File: config.mk
export PLATFORM = sky130hd
export DESIGN_NAME = potctl_top
export DESIGN_NICKNAME = d
export VERILOG_FILES = /design/src/rtl/potctl_pkg.sv /design/src/rtl/potctl_boot.sv /design/src/rtl/potctl_nvtimer.sv /design/src/rtl/potctl_regfile.sv /design/src/rtl/potctl_top.sv
export SDC_FILE = /design/constraint.sdc
export NUM_CORES = 1
export LEC_CHECK = 0
export BUFFER_PORTS_ARGS = -buffer_cell sky130_fd_sc_hd__buf_4
export CAP_MARGIN = 0
export CORE_MARGIN = 3
export CORE_UTILIZATION = 40
export CTS_CLUSTER_DIAMETER = 60
export DETAILED_ROUTE_END_ITERATION = 6
export GPL_ROUTABILITY_DRIVEN = 1
export GPL_TIMING_DRIVEN = 0
export PLACE_DENSITY = 0.68
export SYNTH_ARGS = -nofsm -noshare
export SYNTH_HDL_FRONTEND = slang
export SYNTH_SLANG_ARGS = --single-unit
File: constraint.sdc
create_clock -name clk -period 2.1 [get_ports clk]
set_input_delay 0.105 -clock clk [delete_from_list [all_inputs] [get_ports clk]]
set_output_delay 0.105 -clock clk [all_outputs]
set_load 0.02 [all_outputs]
File: src/rtl/potctl_pkg.sv
package potctl_pkg;
    localparam int CODE_W = 7;
    localparam int DATA_W = 8;
    localparam int ADDR_W = 2;

    localparam logic [ADDR_W-1:0] ADR_WIPER = 2'd0;
    localparam logic [ADDR_W-1:0] ADR_MODE  = 2'd1;
    localparam logic [ADDR_W-1:0] ADR_CTRL  = 2'd2;

    localparam logic [CODE_W-1:0] MID_CODE    = 7'h40;
    localparam logic [DATA_W-1:0] FACTORY_IVR = 8'h40;

    typedef enum logic [1:0] {
        BOOT_WAIT   = 2'd0,
        BOOT_RECALL = 2'd1,
        BOOT_RUN    = 2'd2
    } boot_state_t;

    typedef enum logic {
        NV_IDLE = 1'b0,
        NV_BUSY = 1'b1
    } nv_state_t;

    typedef struct packed {
        logic steer;
        logic shdn_n;
    } ctrl_t;
endpackage

File: src/rtl/potctl_boot.sv
module potctl_boot
    import potctl_pkg::*;
#(
    parameter int SETTLE_CYC = 16
) (
    input  logic clk,
    input  logic rst_n,
    input  logic pwr_good,
    output logic in_wait,
    output logic do_recall,
    output logic in_run
);
    localparam int CW = $clog2(SETTLE_CYC + 1);
    localparam logic [CW-1:0] LAST = CW'(SETTLE_CYC - 1);

    boot_state_t state_q, state_d;
    logic [CW-1:0] cnt_q;

    always_comb begin
        state_d = state_q;
        unique case (state_q)
            BOOT_WAIT:   if (pwr_good && cnt_q == LAST) state_d = BOOT_RECALL;
            BOOT_RECALL: state_d = pwr_good ? BOOT_RUN : BOOT_WAIT;
            BOOT_RUN:    if (!pwr_good) state_d = BOOT_WAIT;
            default:     state_d = BOOT_WAIT;
        endcase
    end

    always_ff @(posedge clk or negedge rst_n) begin
        if (!rst_n) begin
            state_q <= BOOT_WAIT;
            cnt_q   <= '0;
        end else begin
            state_q <= state_d;
            if (state_q == BOOT_WAIT && pwr_good && cnt_q != LAST)
                cnt_q <= cnt_q + 1'b1;
            else
                cnt_q <= '0;
        end
    end

    always_comb begin
        in_wait   = (state_q == BOOT_WAIT);
        do_recall = (state_q == BOOT_RECALL);
        in_run    = (state_q == BOOT_RUN);
    end


    settle_hold_chk: assert property (@(posedge clk) disable iff (!rst_n)
        (state_q == BOOT_WAIT && !pwr_good) |=> state_q == BOOT_WAIT);


    recall_once_chk: assert property (@(posedge clk) disable iff (!rst_n)
        (state_q == BOOT_RECALL) |=> state_q != BOOT_RECALL);
endmodule

File: src/rtl/potctl_nvtimer.sv
module potctl_nvtimer
    import potctl_pkg::*;
#(
    parameter int NVW_CYC = 1000
) (
    input  logic clk,
    input  logic rst_n,
    input  logic start,
    output logic busy
);
    localparam int CW = $clog2(NVW_CYC + 1);
    localparam logic [CW-1:0] LAST = CW'(NVW_CYC - 1);

    nv_state_t state_q, state_d;
    logic [CW-1:0] cnt_q;

    always_comb begin
        state_d = state_q;
        unique case (state_q)
            NV_IDLE: if (start) state_d = NV_BUSY;
            NV_BUSY: if (cnt_q == LAST) state_d = NV_IDLE;
            default: state_d = NV_IDLE;
        endcase
    end

    always_ff @(posedge clk or negedge rst_n) begin
        if (!rst_n) begin
            state_q <= NV_IDLE;
            cnt_q   <= '0;
        end else begin
            state_q <= state_d;
            if (state_q == NV_BUSY && cnt_q != LAST)
                cnt_q <= cnt_q + 1'b1;
            else
                cnt_q <= '0;
        end
    end

    always_comb begin
        busy = (state_q == NV_BUSY);
    end


    nv_hold_chk: assert property (@(posedge clk) disable iff (!rst_n)
        start |=> busy);
endmodule

File: src/rtl/potctl_regfile.sv
module potctl_regfile
    import potctl_pkg::*;
(
    input  logic              clk,
    input  logic              rst_n,
    input  logic              pwr_good,
    input  logic              in_run,
    input  logic              in_wait,
    input  logic              do_recall,
    input  logic              nv_busy,
    input  logic [ADDR_W-1:0] bus_addr,
    input  logic              bus_wr,
    input  logic              bus_rd,
    input  logic [DATA_W-1:0] bus_wdata,
    output logic [DATA_W-1:0] bus_rdata,
    output logic              nv_start,
    output logic [CODE_W-1:0] wiper,
    output logic              shdn_n,
    output logic              div_sel
);
    logic [CODE_W-1:0] wiper_q;
    logic [DATA_W-1:0] ivr_q;
    logic [1:0]        msr_q;
    ctrl_t             ctrl_q;
    logic [DATA_W-1:0] rd_mux;
    logic [DATA_W-1:0] rdata_q;

    logic wr_ok, hit_wiper, hit_ivr, hit_mode, hit_ctrl;

    always_comb begin
        wr_ok     = in_run && bus_wr && pwr_good && !nv_busy;
        hit_wiper = wr_ok && bus_addr == ADR_WIPER && ctrl_q.steer;
        hit_ivr   = wr_ok && bus_addr == ADR_WIPER && !ctrl_q.steer;
        hit_mode  = wr_ok && bus_addr == ADR_MODE;
        hit_ctrl  = wr_ok && bus_addr == ADR_CTRL;
        nv_start  = hit_ivr || hit_mode;
    end

    always_ff @(posedge clk or negedge rst_n) begin
        if (!rst_n)
            wiper_q <= MID_CODE;
        else if (!pwr_good)
            wiper_q <= MID_CODE;
        else if (do_recall)
            wiper_q <= ivr_q[CODE_W-1:0];
        else if (hit_wiper || hit_ivr)
            wiper_q <= bus_wdata[CODE_W-1:0];
    end

    always_ff @(posedge clk or negedge rst_n) begin
        if (!rst_n)
            ivr_q <= FACTORY_IVR;
        else if (hit_ivr)
            ivr_q <= bus_wdata;
    end

    always_ff @(posedge clk or negedge rst_n) begin
        if (!rst_n)
            msr_q <= '0;
        else if (hit_mode)
            msr_q <= bus_wdata[7:6];
    end

    always_ff @(posedge clk or negedge rst_n) begin
        if (!rst_n)
            ctrl_q <= '{steer: 1'b0, shdn_n: 1'b1};
        else if (!pwr_good)
            ctrl_q <= '{steer: 1'b0, shdn_n: 1'b1};
        else if (hit_ctrl)
            ctrl_q <= '{steer: bus_wdata[7], shdn_n: bus_wdata[6]};
    end

    always_comb begin
        unique case (bus_addr)
            ADR_WIPER: rd_mux = ctrl_q.steer ? {1'b0, wiper_q} : ivr_q;
            ADR_MODE:  rd_mux = {msr_q, 6'b0};
            ADR_CTRL:  rd_mux = {ctrl_q.steer, ctrl_q.shdn_n, nv_busy, 5'b0};
            default:   rd_mux = '0;
        endcase
    end

    always_ff @(posedge clk or negedge rst_n) begin
        if (!rst_n)
            rdata_q <= '0;
        else if (bus_rd)
            rdata_q <= rd_mux;
    end

    always_comb begin
        bus_rdata = rdata_q;
        wiper     = wiper_q;
        shdn_n    = ctrl_q.shdn_n;
        div_sel   = msr_q[1];
    end


    boot_mid_chk: assert property (@(posedge clk) disable iff (!rst_n)
        in_wait |-> wiper_q == MID_CODE);


    recall_load_chk: assert property (@(posedge clk) disable iff (!rst_n)
        (do_recall && pwr_good) |=> wiper_q == $past(ivr_q[CODE_W-1:0]));


    wip_lock_chk: assert property (@(posedge clk) disable iff (!rst_n)
        (bus_wr && nv_busy && pwr_good && !do_recall) |=>
            ($stable(wiper_q) && $stable(ivr_q) && $stable(msr_q) && $stable(ctrl_q)));


    nv_start_idle_chk: assert property (@(posedge clk) disable iff (!rst_n)
        nv_start |-> !nv_busy);


    ctrl_low_zero_chk: assert property (@(posedge clk) disable iff (!rst_n)
        (bus_rd && bus_addr == ADR_CTRL) |=> bus_rdata[4:0] == 5'b0);


    rdata_hold_chk: assert property (@(posedge clk) disable iff (!rst_n)
        !bus_rd |=> $stable(bus_rdata));
endmodule

File: src/rtl/potctl_top.sv
module potctl_top
    import potctl_pkg::*;
#(
    parameter int SETTLE_CYC = 16,
    parameter int NVW_CYC    = 1000
) (
    input  logic       clk,
    input  logic       rst_n,
    input  logic       pwr_good,
    input  logic [1:0] bus_addr,
    input  logic       bus_wr,
    input  logic       bus_rd,
    input  logic [7:0] bus_wdata,
    output logic [7:0] bus_rdata,
    output logic [6:0] wiper_code,
    output logic       pot_shutdown,
    output logic       div_mode
);
    logic in_wait, do_recall, in_run;
    logic nv_start, nv_busy;
    logic shdn_n;

    potctl_boot #(.SETTLE_CYC(SETTLE_CYC)) u_boot (
        .clk       (clk),
        .rst_n     (rst_n),
        .pwr_good  (pwr_good),
        .in_wait   (in_wait),
        .do_recall (do_recall),
        .in_run    (in_run)
    );

    potctl_nvtimer #(.NVW_CYC(NVW_CYC)) u_nvt (
        .clk   (clk),
        .rst_n (rst_n),
        .start (nv_start),
        .busy  (nv_busy)
    );

    potctl_regfile u_regs (
        .clk       (clk),
        .rst_n     (rst_n),
        .pwr_good  (pwr_good),
        .in_run    (in_run),
        .in_wait   (in_wait),
        .do_recall (do_recall),
        .nv_busy   (nv_busy),
        .bus_addr  (bus_addr),
        .bus_wr    (bus_wr),
        .bus_rd    (bus_rd),
        .bus_wdata (bus_wdata),
        .bus_rdata (bus_rdata),
        .nv_start  (nv_start),
        .wiper     (wiper_code),
        .shdn_n    (shdn_n),
        .div_sel   (div_mode)
    );

    always_comb pot_shutdown = ~shdn_n;


    shdn_reset_chk: assert property (@(posedge clk) disable iff (!rst_n)
        !pwr_good |=> !pot_shutdown);
endmodule

## Word level (Yosys, flattened, before mapping)

Cells that the tools add are included.
Widths: inputs -> output; s select.

| operators by class | value |
|---|---|
| add/subtract/negate cells | 2 |
| multipliers | 0 |
| div/mod/pow operators | 0 |
| $lt $le $gt $ge | 0 |
| equal/unequal tests | 12 |
| shift-type cells | 0 |
| mux-type cells | 16 |
| bitwise operators | 2 |
| reductions and logical operators | 19 |

Operator list:

| cell | count |
|---|---|
| $pmux 8 s3 | 1 |
| $mux 7 | 3 |
| $logic_and 1x1->1 | 12 |
| $add 10x1->10 const B | 1 |
| $eq 10x10->1 const B | 1 |
| $mux 10 | 1 |
| $mux 2 | 5 |
| $ne 10x10->1 const B | 1 |
| $mux 8 | 1 |
| $pmux 2 s3 | 1 |
| $add 5x1->5 const B | 1 |
| $eq 5x4->1 const B | 1 |
| $mux 5 | 1 |
| $ne 5x4->1 const B | 1 |
| $eq 2x1->1 const B | 2 |
| $eq 2x2->1 const B | 2 |
| $logic_not 2->1 | 2 |
| $ne 2x1->1 const B | 2 |
| $ne 3x1->1 const B | 1 |
| $logic_not 1->1 | 2 |
| $logic_or 1x1->1 | 2 |
| $mux 1 | 2 |
| $ne 2x2->1 const B | 1 |
| $not 1->1 | 2 |
| 2 further kinds | 2 |

| word-level totals | value |
|---|---|
| bits in registers | 45 |
| latch bits | 0 |
| memory bits (writable) | 0 |
| memory bits (read-only) | 0 |
| input port bits | 15 |
| logic and storage cells | 61 |
| memories kept | 0 |

## Logic depth before layout (Yosys ltp)

Gate-level depths: netlist of the first run.

| depth | value |
|---|---|
| word-level depth | 10 |
| gate-level depth with buffers | 5 |

## By module

Synthesis of the first run repeated with hierarchy kept, for this count alone.

| second synthesis, totals | value |
|---|---|
| cell total of the unflattened synthesis | 202 |
| area, all modules | 2,185.8 um2 |

Modules (own cells, without submodules):

| module | times used | cells each | area each (um2) |
|---|---|---|---|
| potctl_regfile | 1 | 123 | 1,338.8 |
| potctl_nvtimer | 1 | 52 | 544.3 |
| potctl_boot | 1 | 26 | 299.0 |
| potctl_top | 1 | 1 | 3.8 |

## Least setup slack after synthesis of the first run

OpenSTA, ideal clock, no wires.

| path | value |
|---|---|
| kind | register -> register |
| start point | register u_nvt.state_q, in the netlist u_nvt.busy |
| end point | register u_regs.ivr_q[0] |
| setup time | 125 ps |
| data arrival time | 1,552 ps |
| path slack | 423 ps |
| stages on the path, launching flop included | 6 |
| cell sequence | dfrtp_1 > buf_4 > nand3b_4 > or4_4 > buf_6 > mux2_4 |

| between the ends | value |
|---|---|
| longest elaborated chain between the ends | 4 |

RTL lines:

| element | line | text |
|---|---|---|
| from (decl) | potctl_nvtimer.sv:14 | `nv_state_t state_q, state_d;` |
| from (signal assigned) | potctl_nvtimer.sv:31 | `state_q <= state_d;` |
| $logic_not 1->1 | potctl_regfile.sv:31 | `wr_ok = in_run && bus_wr && pwr_good && !nv_busy;` |
| $logic_and 1x1->1 | potctl_regfile.sv:31 |  |
| $logic_and 1x1->1 (2 in a row) | potctl_regfile.sv:33 | `hit_ivr = wr_ok && bus_addr == ADR_WIPER && !ctrl_q.steer;` |
| to (signal assigned) | potctl_regfile.sv:54 | `ivr_q <= bus_wdata;` |
| to (decl) | potctl_regfile.sv:22 | `logic [DATA_W-1:0] ivr_q;` |

No other way between the ends.
A chain may end at the register's enable or synchronous reset.

## Final worst setup path of the first run

| path | value |
|---|---|
| start point | register u_nvt.cnt_q[0] |
| end point | register u_nvt.state_q, in the netlist u_nvt.busy |

| between the ends | value |
|---|---|
| longest elaborated chain between the ends | 3 |

RTL lines:

| element | line | text |
|---|---|---|
| from (decl) | potctl_nvtimer.sv:15 | `logic [CW-1:0] cnt_q;` |
| from (signal assigned) | potctl_nvtimer.sv:33 | `cnt_q <= cnt_q + 1'b1;` |
| $eq 10x10->1 | potctl_nvtimer.sv:21 | `NV_BUSY: if (cnt_q == LAST) state_d = NV_IDLE;` |
| $mux 1 | potctl_nvtimer.sv:21 |  |
| $pmux 1 s2 | potctl_nvtimer.sv:19 | `unique case (state_q)` |
| via u_nvt.state_d | potctl_nvtimer.sv:14 |  |

The timed path passes the listed nets, and every way through them passes these cells.

==> PnR_summary.wiki, run 1 <==
{| class="wikitable"
! Metric !! Value
|-
| Unrepaired setup endpoints after global routing || no
|-
| Switching part of the total || 0.222
|-
| Number of placement rows || 26
|-
| Global-route usage over all layers || 0.159
|-
| Max cap viols || 0
|-
| Area fraction in compound gates after synthesis || 0.110
|-
| Routability congestion estimate || ~0.78
|-
| Detailed-route wire length per cell || between 10 and 15 um
|-
| Post-route ant nets || 0
|-
| Category of the most critical setup path || reg2reg
|-
| Flip-flop cell with the highest count after synthesis || sky130_fd_sc_hd__dfrtp_1
|-
| Depth of the CTS H-tree || 2
|-
| Post-synthesis simple-gate area fraction || 0.193
|-
| Endpoints failing setup || 0
|-
| Starting DRT DRC Count || around 110
|-
| Share of synthesized flip-flops with an asynchronous set or reset || 1.00
|-
| Number of unique standard cell types used by synthesis || 48
|-
| Detail Placement HPWL || roughly 3400 um
|-
| Wire length of the first global-routing pass || approximately 7800 um
|-
| Net count reported at finish || roughly 260
|-
| Setup slack of the critical path after layout || around 250 ps
|-
| Clk pin slew, worst setup/hold paths || approximately 80 ps
|-
| Routed length on met3 || 183 um
|-
| Yosys top cell by area || sky130_fd_sc_hd__dfrtp_1
|-
| Largest family of logic cells by synthesized area || simple AND/OR/NAND/NOR gates
|-
| Top cell type's share of synthesized area || 0.470
|-
| Critical Path Source Type || flop
|-
| Slew Limit Headroom || 0.478
|-
| Layout-stage area growth over the synthesis result || 18.4%
|-
| Required arrival time at the worst endpoint || between 2000 and 2500 ps
|-
| Synth warnings || 0
|-
| Number of buffers created by CTS || 5
|-
| Capturing element type of the critical path || flop
|-
| FF+latch count, synth || 45
|-
| Peak supply drop || 0.232 mV
|-
| Multiplexer share of the synthesized area || 0.110
|-
| P_sw || 339 uW
|-
| Routed metal-1 wire length || 2300 um
|-
| Final slew viol count || 0
|-
| Xor-xnor portion of the synthesized cell area || 0.0196
|-
| Max Fanout on Critical Path || 6
|-
| Vias in the first global route || 1622
|-
| Net Count, Synth || about 230
|-
| Ranking of synthesized cells by instance count || sky130_fd_sc_hd__dfrtp_1 (42), sky130_fd_sc_hd__nor2_1 (20), sky130_fd_sc_hd__inv_1 (13), sky130_fd_sc_hd__nand2_1 (11), sky130_fd_sc_hd__o21ai_0 (9)
|-
| Initial cell density of the core || 0.425
|-
| Final Hold Vio Count || 0
|-
| Met2 routed wirelength || ~2200 um
|-
| Final clock skew || 6.04 ps
|-
| Total Negative Setup Slacks || 0 ps
|-
| Post-synth EDFFs || 0
|-
| Average size of a mapped cell || roughly 11 um^2
|-
| Peak Freq || ~0.54 GHz
|-
| Cell at the root of the clock tree || sky130_fd_sc_hd__clkbuf_8
|-
| Final worst path period need || roughly 1900 ps
|-
| Worst-case setup slack after placement || ~200 ps
|-
| Core Box Area || ~0.0053 mm^2
|-
| Leakage || roughly 1.2 nW
|-
| Top routing layer used || met4
|-
| Maximum number of pins on one net before global-route repair || 46
|-
| Final clock period utilization by the worst path || 0.883
|-
| Post-Synthesis Cell Area || about 0.0022 mm^2
|-
| Critical path arrival || around 2000 ps
|-
| Via count normalized by instance count || 5.26
|-
| Routed Wire Length || about 4700 um
|-
| Most frequent cell after synthesis || sky130_fd_sc_hd__dfrtp_1
|-
| GR Overflow Total || 0
|-
| First drt pass iteration count || 4
|-
| Number of fill cells in the layout || slightly above 500
|-
| Bufs on Longest Clock Path || 2
|-
| CTS sink cnt || 45
|-
| Slew at the pin closest to its max-slew limit || approximately 780 ps
|-
| Boundary pin count || 32
|-
| Power per unit of standard cell area || between 500 and 600 mW/mm^2
|-
| Result of the run || completed
|-
| Number of instances in the synthesized netlist || 208
|-
| Initial antenna violation count || 0
|-
| Chip width || between 80 and 90 um
|-
| Main area contributors after synthesis || sky130_fd_sc_hd__dfrtp_1 (47%), sky130_fd_sc_hd__mux2_4 (5.4%), sky130_fd_sc_hd__mux2i_1 (3.6%)
|-
| Clock tree from TritonCTS || built
|-
| Proportion of layout cells with a drive suffix above 1 || 0.251
|-
| Power share of the sequential group || 0.577
|-
| Share of the yosys chip area belonging to registers || 0.505
|-
| Number of antenna repair diodes || 0
|-
| Proportion of power drawn by the clock network || 0.354
|-
| Adder-cell share of the synthesized area || 0.0168
|-
| Combinational power share || 0.069
|-
| Insertion delay to the later sink of the worst-skew pair || 290 ps
|-
| Area enclosed by the die boundary || approximately 0.0065 mm^2
|-
| Vias after detailed routing || 1668
|-
| IO buf count || 30
|-
| DRC errors left || 0
|-
| Path class of the lowest-slack min-delay path || in2reg
|-
| Internal || ~1.2 mW
|-
| Chip Height || between 80 and 90 um
|}
==> path summary, 6_finish.rpt <==
check / start / to / slack, ps / cells past startpoint
max: u_nvt.cnt_q[0]$_DFF_PN0_ / u_nvt.busy$_DFF_PN0_ / 250 / 4
min: bus_wdata[4] / u_regs.ivr_q[4]$_DFFE_PN0P_ / 50 / 2
max reg2reg: u_nvt.cnt_q[0]$_DFF_PN0_ / u_nvt.busy$_DFF_PN0_ / 250 / 4
min reg2reg: u_boot.cnt_q[0]$_DFF_PN0_ / u_boot.cnt_q[0]$_DFF_PN0_ / 470 / 1
max in group asynchronous: rst_n / u_regs.shdn_n$_DFFE_PN1P_ / 1330 / 2
min in group asynchronous: rst_n / u_regs.bus_rdata[4]$_DFFE_PN0P_ / 370 / 2
==> registers in the layout, indices dropped and copies added, names as in the netlist <==
signal            flops
u_boot.cnt_q          5
u_regs.msr_q          2
u_regs.ctrl_q         1
u_regs.shdn_n         1
u_nvt.busy            1
u_nvt.cnt_q          10
u_regs.wiper          7
u_regs.bus_rdata      8
u_boot.state_q        2
u_regs.ivr_q          8
==> repair_timing <==
item	in CTS	in global routing
gates resized for setup	0	0
hold buffers	1	0
setup buffers	0	0
endpoints found under the hold margin	42	0
==> kinds of logic after synthesis <==
| family | count (synthesis) |
|---|---|
| XOR/XNOR | 5 |
| multiplexers | 20 |
| buffers and inverters | 22 |
| AO/OA/AOI/OAI | 37 |
| adder cells (fa/ha/maj) | 3 |
| flip-flops | 45 |
| AND/OR/NAND/NOR | 76 |
==> layer usage <==
layer | vias to the layer above | GRT usage
li1 | 819 | -
met1 | 814 | 0.216
met2 | 29 | 0.253
met3 | 6 | 0.0410
met4 | 0 | 0.0456
met5 | - | 0
==> critical path, stage by stage, from the launching register on <==
cell and delay, ps:
sky130_fd_sc_hd__dfrtp_1 390, sky130_fd_sc_hd__ha_1 260, sky130_fd_sc_hd__nand4b_1 190, sky130_fd_sc_hd__o31ai_1 710
sky130_fd_sc_hd__o31ai_1 160
==> stage by stage <==
step	instances	area, um^2	utilization	total power [mW]	hold slack, ps
after floorplan	208	2240	-	0.943	-191
after global placement	308	2550	0.484	1.00	140
after detailed placement	308	2550	0.484	1.00	144
after CTS	317	2650	0.503	1.55	43.9
after global routing	317	2650	0.503	1.60	40.4
final	317	2650	0.503	1.53	48.8
==> area by class of cell <==
type                            instances  area [um^2]  area share
Timing Repair Buffer                   31          235      0.0887
Inverter                               13         48.8      0.0184
Sequential cell                        45         1130       0.426
Clock buffer                            8         90.1      0.0340
Multi-Input combinational cell        141         1010       0.379
Buffer                                  9         53.8      0.0203
Tap cell                               70         87.6      0.0330
==> power groups by stage <==
stage	sequential, mW	clock [mW]	combinational (mW)
CTS	0.882	0.557	0.108
global placement	0.898	0	0.105
finish	0.881	0.540	0.106
global route	0.883	0.595	0.119
detailed placement	0.899	0	0.106
floorplan	0.903	0	0.0400
==> cell usage in the layout (no fill, tap or decap), types with 2 or more instances in the layout <==
cell                       Yosys  final
sky130_fd_sc_hd__buf_4         1     31
sky130_fd_sc_hd__nor3_1        5      5
sky130_fd_sc_hd__nor2_1       20     20
sky130_fd_sc_hd__xor2_1        2      2
sky130_fd_sc_hd__a21o_1        2      2
sky130_fd_sc_hd__nor2b_1       4      4
sky130_fd_sc_hd__a211oi_1      6      6
sky130_fd_sc_hd__nand4_1       3      3
sky130_fd_sc_hd__nand2b_1      5      5
sky130_fd_sc_hd__o22ai_1       5      5
sky130_fd_sc_hd__nand2_1      11     11
sky130_fd_sc_hd__nor3b_1       4      4
sky130_fd_sc_hd__mux2i_1       8      8
sky130_fd_sc_hd__o31ai_1       3      3
sky130_fd_sc_hd__buf_6         2      2
sky130_fd_sc_hd__xnor2_1       3      3
sky130_fd_sc_hd__clkbuf_1      4      6
sky130_fd_sc_hd__mux2_2        4      4
sky130_fd_sc_hd__a21oi_1       2      2
sky130_fd_sc_hd__nand3_1       5      5
sky130_fd_sc_hd__or3_1         4      4
sky130_fd_sc_hd__a31oi_1       3      3
sky130_fd_sc_hd__o21ai_0       9      9
sky130_fd_sc_hd__nand4b_1      2      2
sky130_fd_sc_hd__dfrtp_1      42     42
sky130_fd_sc_hd__o211ai_1      2      2
sky130_fd_sc_hd__dfstp_2       3      3
sky130_fd_sc_hd__nor4_1        3      3
sky130_fd_sc_hd__clkbuf_8      0      6
sky130_fd_sc_hd__inv_1        13     13
sky130_fd_sc_hd__ha_1          3      3
sky130_fd_sc_hd__mux2_4        8      8
Note: power is estimated with default switching activity, not from simulation.
==> run 2, diff against run 1 <==
- SYNTH_HIERARCHICAL: default -> 1
==> PnR_summary.wiki, run 2 <==
{| class="wikitable"
! Metric !! Value
|-
| Unrepaired setup endpoints after global routing || no (unchanged)
|-
| Slew Limit Headroom || 0.582 (was 0.478)
|-
| Post-cts repair resize count || 0 (unchanged)
|-
| Layout-stage area growth over the synthesis result || 19.2% (was 18.4%)
|-
| Final clock period utilization by the worst path || 0.905 (was 0.883)
|-
| Peak supply drop || 0.334 mV (was 0.232 mV)
|-
| Maximum number of pins on one net before global-route repair || 46 (unchanged)
|-
| Number of antenna repair diodes || 0 (unchanged)
|-
| Initial antenna violation count || 0 (unchanged)
|-
| Clock tree from TritonCTS || built (unchanged)
|-
| Yosys top cell by area || sky130_fd_sc_hd__dfrtp_1 (unchanged)
|-
| Power per unit of standard cell area || 590 mW/mm^2 (was 576 mW/mm^2)
|-
| Hold Startpoint || bus_wdata[0] (was bus_wdata[4])
|-
| Number of instances in the synthesized netlist || 202 (was 208)
|-
| First drt pass iteration count || 4 (unchanged)
|-
| Most frequent cell after synthesis || sky130_fd_sc_hd__dfrtp_1 (unchanged)
|-
| Number of buffers created by CTS || 5 (unchanged)
|-
| Largest Register || u_nvt/cnt_q (was u_nvt.cnt_q)
|-
| Area enclosed by the die boundary || 0.00639 mm^2 (was 0.00653 mm^2)
|-
| Max Fanout on Critical Path || 6 (unchanged)
|-
| Number of cell instances on the worst register-to-register path || 5 (was 4)
|-
| Routability congestion estimate || 0.776 (was 0.777)
|-
| Insertion delay to the later sink of the worst-skew pair || 300 ps (was 290 ps)
|-
| Footprint of the flip-flops and latches || 0.00113 mm^2 (unchanged)
|-
| Result of the run || completed (unchanged)
|-
| Worst reg2reg path startpoint || u_nvt/cnt_q[0]$_DFF_PN0_ (was u_nvt.cnt_q[0]$_DFF_PN0_)
|-
| Flip-flop cell with the highest count after synthesis || sky130_fd_sc_hd__dfrtp_1 (unchanged)
|-
| Final slew viol count || 0 (unchanged)
|-
| Bufs on Longest Clock Path || 2 (unchanged)
|-
| Final total power || 1.54 mW (was 1.53 mW)
|-
| GR Overflow Total || 0 (unchanged)
|-
| Total Negative Setup Slacks || 0 ps (unchanged)
|-
| Proportion of layout cells with a drive suffix above 1 || 0.295 (was 0.251)
|-
| Post-Synthesis Cell Area || 0.00219 mm^2 (was 0.00224 mm^2)
|-
| Post-route ant nets || 0 (unchanged)
|-
| Max cap viols || 0 (unchanged)
|-
| Endpoints failing setup || 0 (unchanged)
|-
| Highest-count cells in the layout ignoring fill and taps || sky130_fd_sc_hd__dfrtp_1 (42), sky130_fd_sc_hd__buf_4 (32), sky130_fd_sc_hd__nand3_1 (16), sky130_fd_sc_hd__inv_1 (15), sky130_fd_sc_hd__o21ai_0 (15) (was sky130_fd_sc_hd__dfrtp_1 (42), sky130_fd_sc_hd__buf_4 (31), sky130_fd_sc_hd__nor2_1 (20), sky130_fd_sc_hd__inv_1 (13), sky130_fd_sc_hd__nand2_1 (11))
|-
| Top cell type's share of synthesized area || 0.481 (was 0.470)
|-
| DRC errors left || 0 (unchanged)
|-
| Final worst path period need || 1900 ps (was 1850 ps)
|-
| Cell at the root of the clock tree || sky130_fd_sc_hd__clkbuf_8 (unchanged)
|-
| Net Count, Synth || 220 (was 226)
|-
| Chip width || 79.9 um (was 80.8 um)
|-
| Starting DRT DRC Count || 87 (was 106)
|-
| Number of cells traversed by the worst hold path || 2 (unchanged)
|-
| Category of the most critical setup path || reg2reg (unchanged)
|-
| End point of the worst hold path || u_regs/ivr_q[0]$_DFFE_PN0P_ (was u_regs.ivr_q[4]$_DFFE_PN0P_)
|-
| Setup slack of the most critical reg-to-reg path || 200 ps (was 250 ps)
|-
| FF-to-FF End || u_nvt/cnt_q[3]$_DFF_PN0_ (was u_nvt.busy$_DFF_PN0_)
|-
| CTS sink cnt || 45 (unchanged)
|-
| Global-route usage over all layers || 0.146 (was 0.159)
|-
| Depth of the CTS H-tree || 2 (unchanged)
|-
| Boundary pin count || 32 (unchanged)
|-
| Post-CTS setup buffers || 0 (unchanged)
|-
| Share of synthesized flip-flops with an asynchronous set or reset || 1.00 (unchanged)
|-
| Number of unique standard cell types used by synthesis || 47 (was 48)
|-
| Capturing element type of the critical path || flop (unchanged)
|-
| FF+latch count, synth || 45 (unchanged)
|-
| Routed Wire Length || 4360 um (was 4740 um)
|-
| Post-CTS Hold Buffers || 1 (unchanged)
|-
| Main area contributors after synthesis || sky130_fd_sc_hd__dfrtp_1 (48%), sky130_fd_sc_hd__mux2_2 (5.7%), sky130_fd_sc_hd__nand3_1 (3.7%) (was sky130_fd_sc_hd__dfrtp_1 (47%), sky130_fd_sc_hd__mux2_4 (5.4%), sky130_fd_sc_hd__mux2i_1 (3.6%))
|-
| Synth warnings || 6 (was 0)
|-
| Leakage || 1.18 nW (was 1.22 nW)
|-
| Detail Placement HPWL || 3140 um (was 3370 um)
|-
| Via count normalized by instance count || 5.32 (was 5.26)
|-
| Net count reported at finish || 258 (was 264)
|-
| Number of placement rows || 26 (unchanged)
|-
| Path class of the lowest-slack min-delay path || in2reg (unchanged)
|-
| Number of fill cells in the layout || 507 (was 505)
|-
| Multi-input gate area || 957 um^2 (was 0.00101 mm^2)
|-
| Initial cell density of the core || 0.420 (was 0.425)
|-
| Final Hold Vio Count || 0 (unchanged)
|-
| Post-synth EDFFs || 0 (unchanged)
|-
| Core Box Area || 0.00520 mm^2 (was 0.00527 mm^2)
|-
| Critical Path Source Type || flop (unchanged)
|-
| IO buf count || 30 (unchanged)
|-
| Critical path arrival || 2070 ps (was 2000 ps)
|-
| Share of the yosys chip area belonging to registers || 0.517 (was 0.505)
|-
| Detailed-route wire length per cell || 14.0 um (was 14.9 um)
|-
| Leading cell type in the layout, fill and taps excluded || sky130_fd_sc_hd__dfrtp_1 (unchanged)
|-
| Wire length of the first global-routing pass || 7250 um (was 7830 um)
|-
| Required arrival time at the worst endpoint || 2270 ps (was 2240 ps)
|-
| Average size of a mapped cell || 10.8 um^2 (about the same)
|-
| Peak Freq || 0.526 GHz (was 0.539 GHz)
|-
| Ranking of synthesized cells by instance count || sky130_fd_sc_hd__dfrtp_1 (42), sky130_fd_sc_hd__nand3_1 (16), sky130_fd_sc_hd__inv_1 (15), sky130_fd_sc_hd__o21ai_0 (15), sky130_fd_sc_hd__nor2_1 (14) (was sky130_fd_sc_hd__dfrtp_1 (42), sky130_fd_sc_hd__nor2_1 (20), sky130_fd_sc_hd__inv_1 (13), sky130_fd_sc_hd__nand2_1 (11), sky130_fd_sc_hd__o21ai_0 (9))
|-
| Slew at the pin closest to its max-slew limit || 622 ps (was 776 ps)
|-
| Number of flip-flops under the largest register name || 10 (unchanged)
|-
| Clk pin slew, worst setup/hold paths || 80 ps (about the same)
|-
| Final clock skew || 11.4 ps (was 6.04 ps)
|-
| Vias after detailed routing || 1653 (was 1668)
|-
| Chip Height || 79.9 um (was 80.8 um)
|-
| Vias in the first global route || 1576 (was 1622)
|}
[run 2: changes by cell type in the layout (fill, tap and decap cells not counted), sizes merged, moves of 3 or more]
cell / before / now
nand3: 5 / 16
o21ai: 9 / 16
a211oi: 6 / 0
nand2b: 6 / 1
a31oi: 3 / 7
clkbuf: 12 / 8
nand2: 11 / 7
nor2: 20 / 16
nor3b: 4 / 0
or3: 5 / 1
and3: 1 / 4
[run 2: report_power, final]
part	leakage [nW]	internal [mW]	switching, mW
clock	0.0512	0.267	0.285
combinational	0.533	0.0413	0.0632
sequential	0.592	0.875	0.00552
[run 2: through the flow]
step	hold WS (ps)	setup slack (ps)	cells	instance area, um^2	util
floorplan	-191	388	202	2190	-
global placement	144	247	302	2500	0.480
detailed placement	139	214	302	2500	0.480
CTS	34.1	196	311	2610	0.500
global route	34.0	101	311	2610	0.500
finish	45.7	199	311	2610	0.500
[run 2: worst max path at each step]
| stage | from | end | slack, ps |
|---|---|---|---|
| after global placement | u_nvt/cnt_q[0]$_DFF_PN0_ | u_nvt/cnt_q[5]$_DFF_PN0_ | 250 |
| after CTS | u_nvt/cnt_q[0]$_DFF_PN0_ | u_nvt/cnt_q[3]$_DFF_PN0_ | 200 |
| after detailed placement | u_nvt/cnt_q[0]$_DFF_PN0_ | u_nvt/cnt_q[3]$_DFF_PN0_ | 210 |
| after floorplan | u_nvt/cnt_q[0]$_DFF_PN0_ | u_nvt/cnt_q[8]$_DFF_PN0_ | 390 |
| after global routing | u_boot/state_q[1]$_DFFE_PN0P_ | u_regs/ivr_q[3]$_DFFE_PN0P_ | 100 |
| final | u_nvt/cnt_q[0]$_DFF_PN0_ | u_nvt/cnt_q[3]$_DFF_PN0_ | 200 |
[run 2: layer usage]
| layer | global-route usage | wire (um) |
|---|---|---|
| met5 | 0 | 0 |
| met4 | 0.0439 | 59 |
| met3 | 0.0463 | 311 |
| met2 | 0.238 | 2030 |
| met1 | 0.183 | 1960 |
[run 2: layout make-up]
type                    count  area share
flip-flops and latches     45       0.434
multi-input cells         134       0.367
repair buffers             31      0.0903
well taps                  70      0.0336
clock buffers               6      0.0317
inverters                  15      0.0216
plain buffers               8      0.0163
clock inverters             2     0.00528
[run 2: worst max-delay path, cell delays in order (launching register included)]
cell and delay [ps]:
sky130_fd_sc_hd__dfrtp_1 410, sky130_fd_sc_hd__ha_1 240, sky130_fd_sc_hd__nand2_2 80, sky130_fd_sc_hd__or4b_4 530
sky130_fd_sc_hd__o31ai_4 420, sky130_fd_sc_hd__nor2_1 100
[run 2: cells by family after synthesis]
logic type | share of synthesized area
XOR/XNOR | 0.0280
buffers and inverters | 0.0452
AO/OA/AOI/OAI | 0.135
AND/OR/NAND/NOR | 0.174
adder cells (fa/ha/maj) | 0.0172
flip-flops | 0.517
multiplexers | 0.0841
